==> src/rtl/mcu_pkg.sv <==
package mcu_pkg;
  typedef enum logic [1:0] {
    ST_FETCH = 2'd0,  // waiting for an instruction word
    ST_EVAL  = 2'd1,  // mask tested against flags
    ST_XFER  = 2'd2,  // read strobe high, waiting for completion
    ST_RTZ   = 2'd3   // waiting for handover and completion to return low
  } mcu_state_e;
endpackage

==> src/rtl/mcu_instr_reg.sv <==
module mcu_instr_reg #(
  parameter int MASK_W = 4,
  parameter int PORT_W = 6,
  localparam int INSTR_W = MASK_W + 2 * PORT_W
) (
  input  logic               clk,
  input  logic               rst_n,
  input  logic               load,
  input  logic [INSTR_W-1:0] word,
  output logic [MASK_W-1:0]  mask,
  output logic [PORT_W-1:0]  src,
  output logic [PORT_W-1:0]  dst
);
  logic [INSTR_W-1:0] held;

  always_ff @(posedge clk) begin
    if (!rst_n) held <= '0;
    else if (load) held <= word;
  end

  assign mask = held[INSTR_W-1 -: MASK_W];
  assign src  = held[2*PORT_W-1 -: PORT_W];
  assign dst  = held[PORT_W-1:0];
endmodule

==> src/rtl/mcu_cond.sv <==
module mcu_cond #(
  parameter int MASK_W = 4
) (
  input  logic [MASK_W-1:0] mask,
  input  logic [MASK_W-1:0] flags,
  output logic              match
);
  logic [MASK_W-1:0] bit_ok;

  // A bit passes if it is not demanded, or if the flag is set.
  for (genvar i = 0; i < MASK_W; i++) begin : g_bit
    assign bit_ok[i] = ~mask[i] | flags[i];
  end

  assign match = &bit_ok;
endmodule

==> src/rtl/mcu_seq.sv <==
module mcu_seq
  import mcu_pkg::*;
(
  input  logic clk,
  input  logic rst_n,
  input  logic instr_valid,
  input  logic match,
  input  logic handover,
  input  logic done,
  output logic instr_ready,
  output logic load,
  output logic read
);
  mcu_state_e state, nxt;

  always_ff @(posedge clk) begin
    if (!rst_n) state <= ST_FETCH;
    else state <= nxt;
  end

  always_comb begin
    nxt = state;
    unique case (state)
      ST_FETCH: if (instr_valid) nxt = ST_EVAL;
      ST_EVAL:  nxt = match ? ST_XFER : ST_FETCH;
      ST_XFER:  if (done) nxt = ST_RTZ;
      ST_RTZ:   if (!handover && !done) nxt = ST_FETCH;
      default:  nxt = ST_FETCH;
    endcase
  end

  assign instr_ready = (state == ST_FETCH);
  assign load        = instr_ready && instr_valid;
  assign read        = (state == ST_XFER);
endmodule

==> src/rtl/move_ctrl_unit.sv <==
module move_ctrl_unit #(
  parameter int MASK_W = 4,
  parameter int PORT_W = 6,
  parameter int DATA_W = 32,
  localparam int INSTR_W = MASK_W + 2 * PORT_W
) (
  input  logic               clk,
  input  logic               rst_n,
  input  logic [MASK_W-1:0]  flags,
  input  logic               instr_valid,
  output logic               instr_ready,
  input  logic [INSTR_W-1:0] instr_data,
  output logic [PORT_W-1:0]  src_sel,
  output logic [PORT_W-1:0]  dst_sel,
  output logic               bus_read,
  input  logic               bus_handover,
  input  logic               bus_done,
  input  logic [DATA_W-1:0]  src_data,
  output logic [DATA_W-1:0]  bus_data
);
  logic              load;
  logic              match;
  logic [MASK_W-1:0] cur_mask;

  mcu_instr_reg #(.MASK_W(MASK_W), .PORT_W(PORT_W)) u_ir (
    .clk   (clk),
    .rst_n (rst_n),
    .load  (load),
    .word  (instr_data),
    .mask  (cur_mask),
    .src   (src_sel),
    .dst   (dst_sel)
  );

  mcu_cond #(.MASK_W(MASK_W)) u_cond (
    .mask  (cur_mask),
    .flags (flags),
    .match (match)
  );

  mcu_seq u_seq (
    .clk         (clk),
    .rst_n       (rst_n),
    .instr_valid (instr_valid),
    .match       (match),
    .handover    (bus_handover),
    .done        (bus_done),
    .instr_ready (instr_ready),
    .load        (load),
    .read        (bus_read)
  );

  // Only a word that the addressed source has declared stable reaches the bus.
  assign bus_data = (bus_read && bus_handover) ? src_data : '0;
endmodule

==> config.mk <==
export PLATFORM = sky130hd
export DESIGN_NAME = move_ctrl_unit
export DESIGN_NICKNAME = d
export VERILOG_FILES = /design/src/rtl/mcu_pkg.sv /design/src/rtl/mcu_instr_reg.sv /design/src/rtl/mcu_cond.sv /design/src/rtl/mcu_seq.sv /design/src/rtl/move_ctrl_unit.sv
export SDC_FILE = /design/constraint.sdc
export NUM_CORES = 1
export LEC_CHECK = 0
export CORE_ASPECT_RATIO = 0.8
export CORE_MARGIN = 1
export CORE_UTILIZATION = 28
export DETAILED_ROUTE_END_ITERATION = 16
export GPL_TIMING_DRIVEN = 0
export HOLD_SLACK_MARGIN = 0.05
export PLACE_DENSITY = 0.85
export REMOVE_ABC_BUFFERS = 1
export SLEW_MARGIN = 10
export SYNTH_ARGS = -nofsm -noshare
export SYNTH_HDL_FRONTEND = slang
export SYNTH_SLANG_ARGS = --single-unit
export TNS_END_PERCENT = 10
==> constraint.sdc <==
create_clock -name clk -period 1.52 [get_ports clk]
set_input_delay 0.228 -clock clk [delete_from_list [all_inputs] [get_ports clk]]
set_output_delay 0.228 -clock clk [all_outputs]
set_load 0.05 [all_outputs]
== Word level (Yosys, flattened, before mapping) ==
Index checks and enable logic that the tools add are counted.

* $add $sub $neg: 0
* $mul: 0
* Div/mod/pow operators: 0
* Magnitude comparators: 0
* Equal/unequal tests: 6
* Shift operators: 0
* Multiplexer cells: 6
* Bitwise gates (word level): 8
* Reduce and logical (&&, ||, !) cells: 8

{| class="wikitable"
|+ Operators by type and width
! operator !! number
|-
| $mux W32 || 1
|-
| $mux W2 || 4
|-
| $pmux W2 S4 || 1
|-
| $eq A2 B2 Y1 const B || 2
|-
| $ne A2 B1 Y1 const B || 2
|-
| $not A1 Y1 || 4
|-
| $or A1 B1 Y1 || 4
|-
| $reduce_and A4 Y1 || 1
|-
| $logic_and A1 B1 Y1 || 3
|-
| $reduce_and A3 Y1 || 1
|-
| $eq A2 B1 Y1 const B || 1
|-
| $logic_not A1 Y1 || 2
|-
| $logic_not A2 Y1 || 1
|-
| $ne A2 B2 Y1 const B || 1
|}

* Flip-flop bits (word level): 18
* Latch bits: 0
* RAM bits: 0
* ROM bits: 0
* Input port bits: 57
* Word-level logic and storage cells: 30
* Memories: 0

== Logic depth before layout (Yosys ltp) ==
* Depth in word-level cells: 5
* Gate-level depth with buffers: 5
* Mapped depth without buffers: 3

== Hierarchy ==
Synthesis repeated with hierarchy kept, for this count alone.

* Cell total of the unflattened synthesis: 108
* Area total of the unflattened synthesis: 1043.5 um^2

{| class="wikitable"
|+ Modules (own cells, without submodules)
! module !! instances !! cells an instance !! area an instance (um^2)
|-
| mcu_instr_reg || 1 || 51 || 615.6
|-
| move_ctrl_unit || 1 || 38 || 270.3
|-
| mcu_seq || 1 || 14 || 107.6
|-
| mcu_cond || 1 || 5 || 50.0
|}

== Worst setup path before layout ==
No wires, ideal clock.

* Path kind: register -> output
* Start: register with a tool-made name
* End: output port bus_data[21]
* Arrival: 1446 ps
* Required time: 1292 ps
* Setup slack: -154 ps
* Stages on the path, launching flop included: 4
* Path buffers: 1
* Path through: dfxtp_1 -> and2b_1 -> buf_2 -> and3_1

{| class="wikitable"
|+ RTL lines
! element !! RTL line !! text
|-
| end: declaration || move_ctrl_unit.sv:19 || <nowiki>output logic [DATA_W-1:0] bus_data</nowiki>
|}

== Worst setup path after layout ==
* Start: register u_seq.state[0]
* End: output port bus_data[21]

* Cells in the longest elaborated chain, start to end: 3

{| class="wikitable"
|+ Ends and longest elaborated chain
! element !! RTL line !! text
|-
| start: declaration || mcu_seq.sv:14 || <nowiki>mcu_state_e state, nxt;</nowiki>
|-
| start signal: assignment || mcu_seq.sv:18 || <nowiki>else state <= nxt;</nowiki>
|-
| $eq A2 B2 Y1 || mcu_seq.sv:34 || <nowiki>assign read = (state == ST_XFER);</nowiki>
|-
| $logic_and A1 B1 Y1 || move_ctrl_unit.sv:54 || <nowiki>assign bus_data = (bus_read && bus_handover) ? src_data : '0;</nowiki>
|-
| $mux W32 || move_ctrl_unit.sv:54 ||
|}

No other way between the ends.

==> results.json <==
{
  "hp-start": "u_ir.held[9]",
  "dieArea_um2": 3720,
  "post_drt_wl_per_cell_um": 13.0,
  "synth_top_family_by_area": "simple AND/OR/NAND/NOR gates",
  "cp_num_buf_inv": 1,
  "synthAdderAreaFrac": 0,
  "fin_crit_sh": 0.990,
  "grt_pass1_vias": 994,
  "seq_area_frac_synth": 0.370,
  "worstSetupPathType": "reg -> out",
  "place_area_um2": 1980,
  "hold_violations": 0,
  "power_uw": 1600,
  "grt_antenna_before_repair": 0,
  "io_pins": 103,
  "p_per_area_nw_per_um2": 751,
  "setup.worst_path.start_class": "register",
  "syn_area_um2": 975,
  "synth-compound-area-share": 0.159,
  "power_leakage_uw": 0.00102,
  "rsz0062_at_grt": "yes",
  "ctsLongestPathBuffers": 2,
  "synth_ff_type": "dfxtp_1",
  "setup_tns_ps": 0,
  "drive_gt1_frac": 0.223,
  "nFillCells": 267,
  "worstPathRequired_ps": 1290,
  "ys_types": 22,
  "cts_root_buf": "clkbuf_8",
  "io_buffers": 102,
  "min_to": "u_ir.held[9]",
  "cts-buffers-inserted": 3,
  "core_area_um2": 3200,
  "num_rows": 18,
  "start_util": 0.305,
  "setup_viol": 0,
  "cap_viol_max_count": 0,
  "cts.sinks": 18,
  "clk_latency_ps": 250,
  "path_clk_slew_ps": 70,
  "diodes": 0,
  "path_max_fanout": 9,
  "fin_area_um2": 2120,
  "fin_crit_ps": 1510,
  "vias_per_cell": 4.56,
  "hold_depth": 2,
  "r2r_slack_ps": 140,
  "synthArstFlopShare": 0,
  "cts_tree": "built",
  "end_kind": "output pin",
  "hp-class": "reg -> reg",
  "overflow": 0,
  "synth_top_area_share": 0.370,
  "grt_pass1_wl_um": 4950,
  "run_status": "completed",
  "critPathMaxStageDelay_ps": 370,
  "r2r_cells": 3,
  "avgSynthCellArea_um2": 7.80,
  "synthCells": 125,
  "drcViolationCount": 0,
  "ctsHtreeMaxLevel": 1,
  "synth_largest_area_cell": "dfxtp_1",
  "die_h_um": 54.8,
  "dp_hpwl_um": 2410,
  "cp_top_family": "simple AND/OR/NAND/NOR gates",
  "reg2reg_to": "u_ir.held[3]",
  "path_cells": "and2b_4 -> and3_1 -> buf_6",
  "ys_top_cells_by_count": "and3_1, nand2_1, dfxtp_1",
  "dr.pass1.iters": 4,
  "synthMuxAreaShare": 0,
  "die_w_um": 68.0,
  "synth-xor-area-share": 0,
  "ir_drop_mv": 0.621,
  "fin_nets": 282,
  "gp_congestion": 0.714,
  "crit_slowest_cell": "dfxtp_4",
  "fmax_mhz": 664,
  "hold_buffers": 0,
  "grt_max_degree": 35,
  "num_vias": 1204,
  "max_slew_margin": 0.542,
  "drt-initial-drc-count": 42,
  "ant_nets": 0,
  "grt_util_all_layers": 0.183,
  "synth-seq-cells": 18,
  "synth_edf_count": 0,
  "synthToLayoutAreaGrowth_pct": 118,
  "synth.top_cells.by_area": "dfxtp_1, and3_1, nand2_1",
  "yosys_warnings": 0,
  "yosys.area_share.simple": 0.397,
  "worst_pin_slew_ps": 686,
  "wirelength_um": 3440,
  "slew_violations": 0,
  "fin_worst_skew_ps": 1.73,
  "crit_arrival_ps": 1280
}
==> cells in the final DEF (no fill, tap or decap), drive strengths merged <==
master / count
nor2: 1
or3b: 1
nand2b: 2
buf: 34
o21ai: 1
dlygate4sd2: 12
nor2b: 1
o311ai: 1
a21boi: 16
inv: 3
clkdlybuf4s50: 55
nand2: 32
dfxtp: 18
nand4b: 1
nor3b: 1
clkbuf: 5
a21o: 1
and3: 32
o221ai: 1
a21oi: 1
clkdlybuf4s15: 1
and2b: 4
==> worst max path at each step <==
stage,startpoint,end,slack (ps),depth (start not counted)
2_1_floorplan,register,bus_data[0],-450,2
3_3_place_gp,bus_handover,bus_data[18],-1020,3
3_5_place_dp,bus_handover,bus_data[18],-1040,3
4_1_cts,u_seq.state[0],bus_data[11],-210,3
5_1_grt,u_seq.state[0],bus_data[22],-40,3
6_report,u_seq.state[0],bus_data[21],10,3
==> logic make-up (layout without fill, tap and decap cells) <==
group	after synthesis	count (layout)
DFF	18	18
AOI/OAI and AO/OA	21	21
buffers and inverters	14	110
and+or+nand+nor	72	75
==> tightest hold or removal path, stage by stage (launching register included) <==
cell and delay [ps]:
dfxtp_1 310, nand2_1 50, a21boi_1 50
==> through the flow <==
stage	hold slack, ps	cells	setup WS [ps]	util
floorplan	356	114	-449	-
global placement	441	256	-1020	0.621
detailed placement	444	256	-1040	0.621
CTS	451	263	-209	0.655
global route	474	264	-41.4	0.664
finish	450	264	14.5	0.664
==> per-layer routing <==
metal | GRT usage | vias up | routed length, um
met5 | 0 | - | 0
met4 | 0.0729 | 0 | 47
met3 | 0.0625 | 6 | 251
met2 | 0.301 | 47 | 1620
met1 | 0.220 | 529 | 1520
li1 | - | 622 | -
==> power breakdown <==
| group | internal [uW] | switching (uW) | total [uW] |
|---|---|---|---|
| combinational | 288 | 376 | 664 |
| sequential | 514 | 30.6 | 545 |
| clock | 230 | 156 | 386 |
==> cell type report <==
cell class / instances / area [um^2] / area share
repair buffers: 103 / 1050 / 0.495
multi-input cells: 96 / 588 / 0.277
flip-flops and latches: 18 / 368 / 0.173
clock buffers: 4 / 55.1 / 0.0259
well taps: 40 / 50.0 / 0.0236
inverters: 3 / 11.3 / 0.00530
==> sequential cells by signal (all words and copies together) (netlist names), named ones only <==
name / flops
u_ir.held: 16
u_seq.state: 1
==> timing repair <==
item,4_1_cts,5_1_grt
hold endpoints to repair,0,0
buffers inserted,1,0
gates resized for setup,251,14
endpoints found under the setup margin,47,34
gates cloned,2,1
pin swaps,0,2
Power figures use the tool's default switching activity.
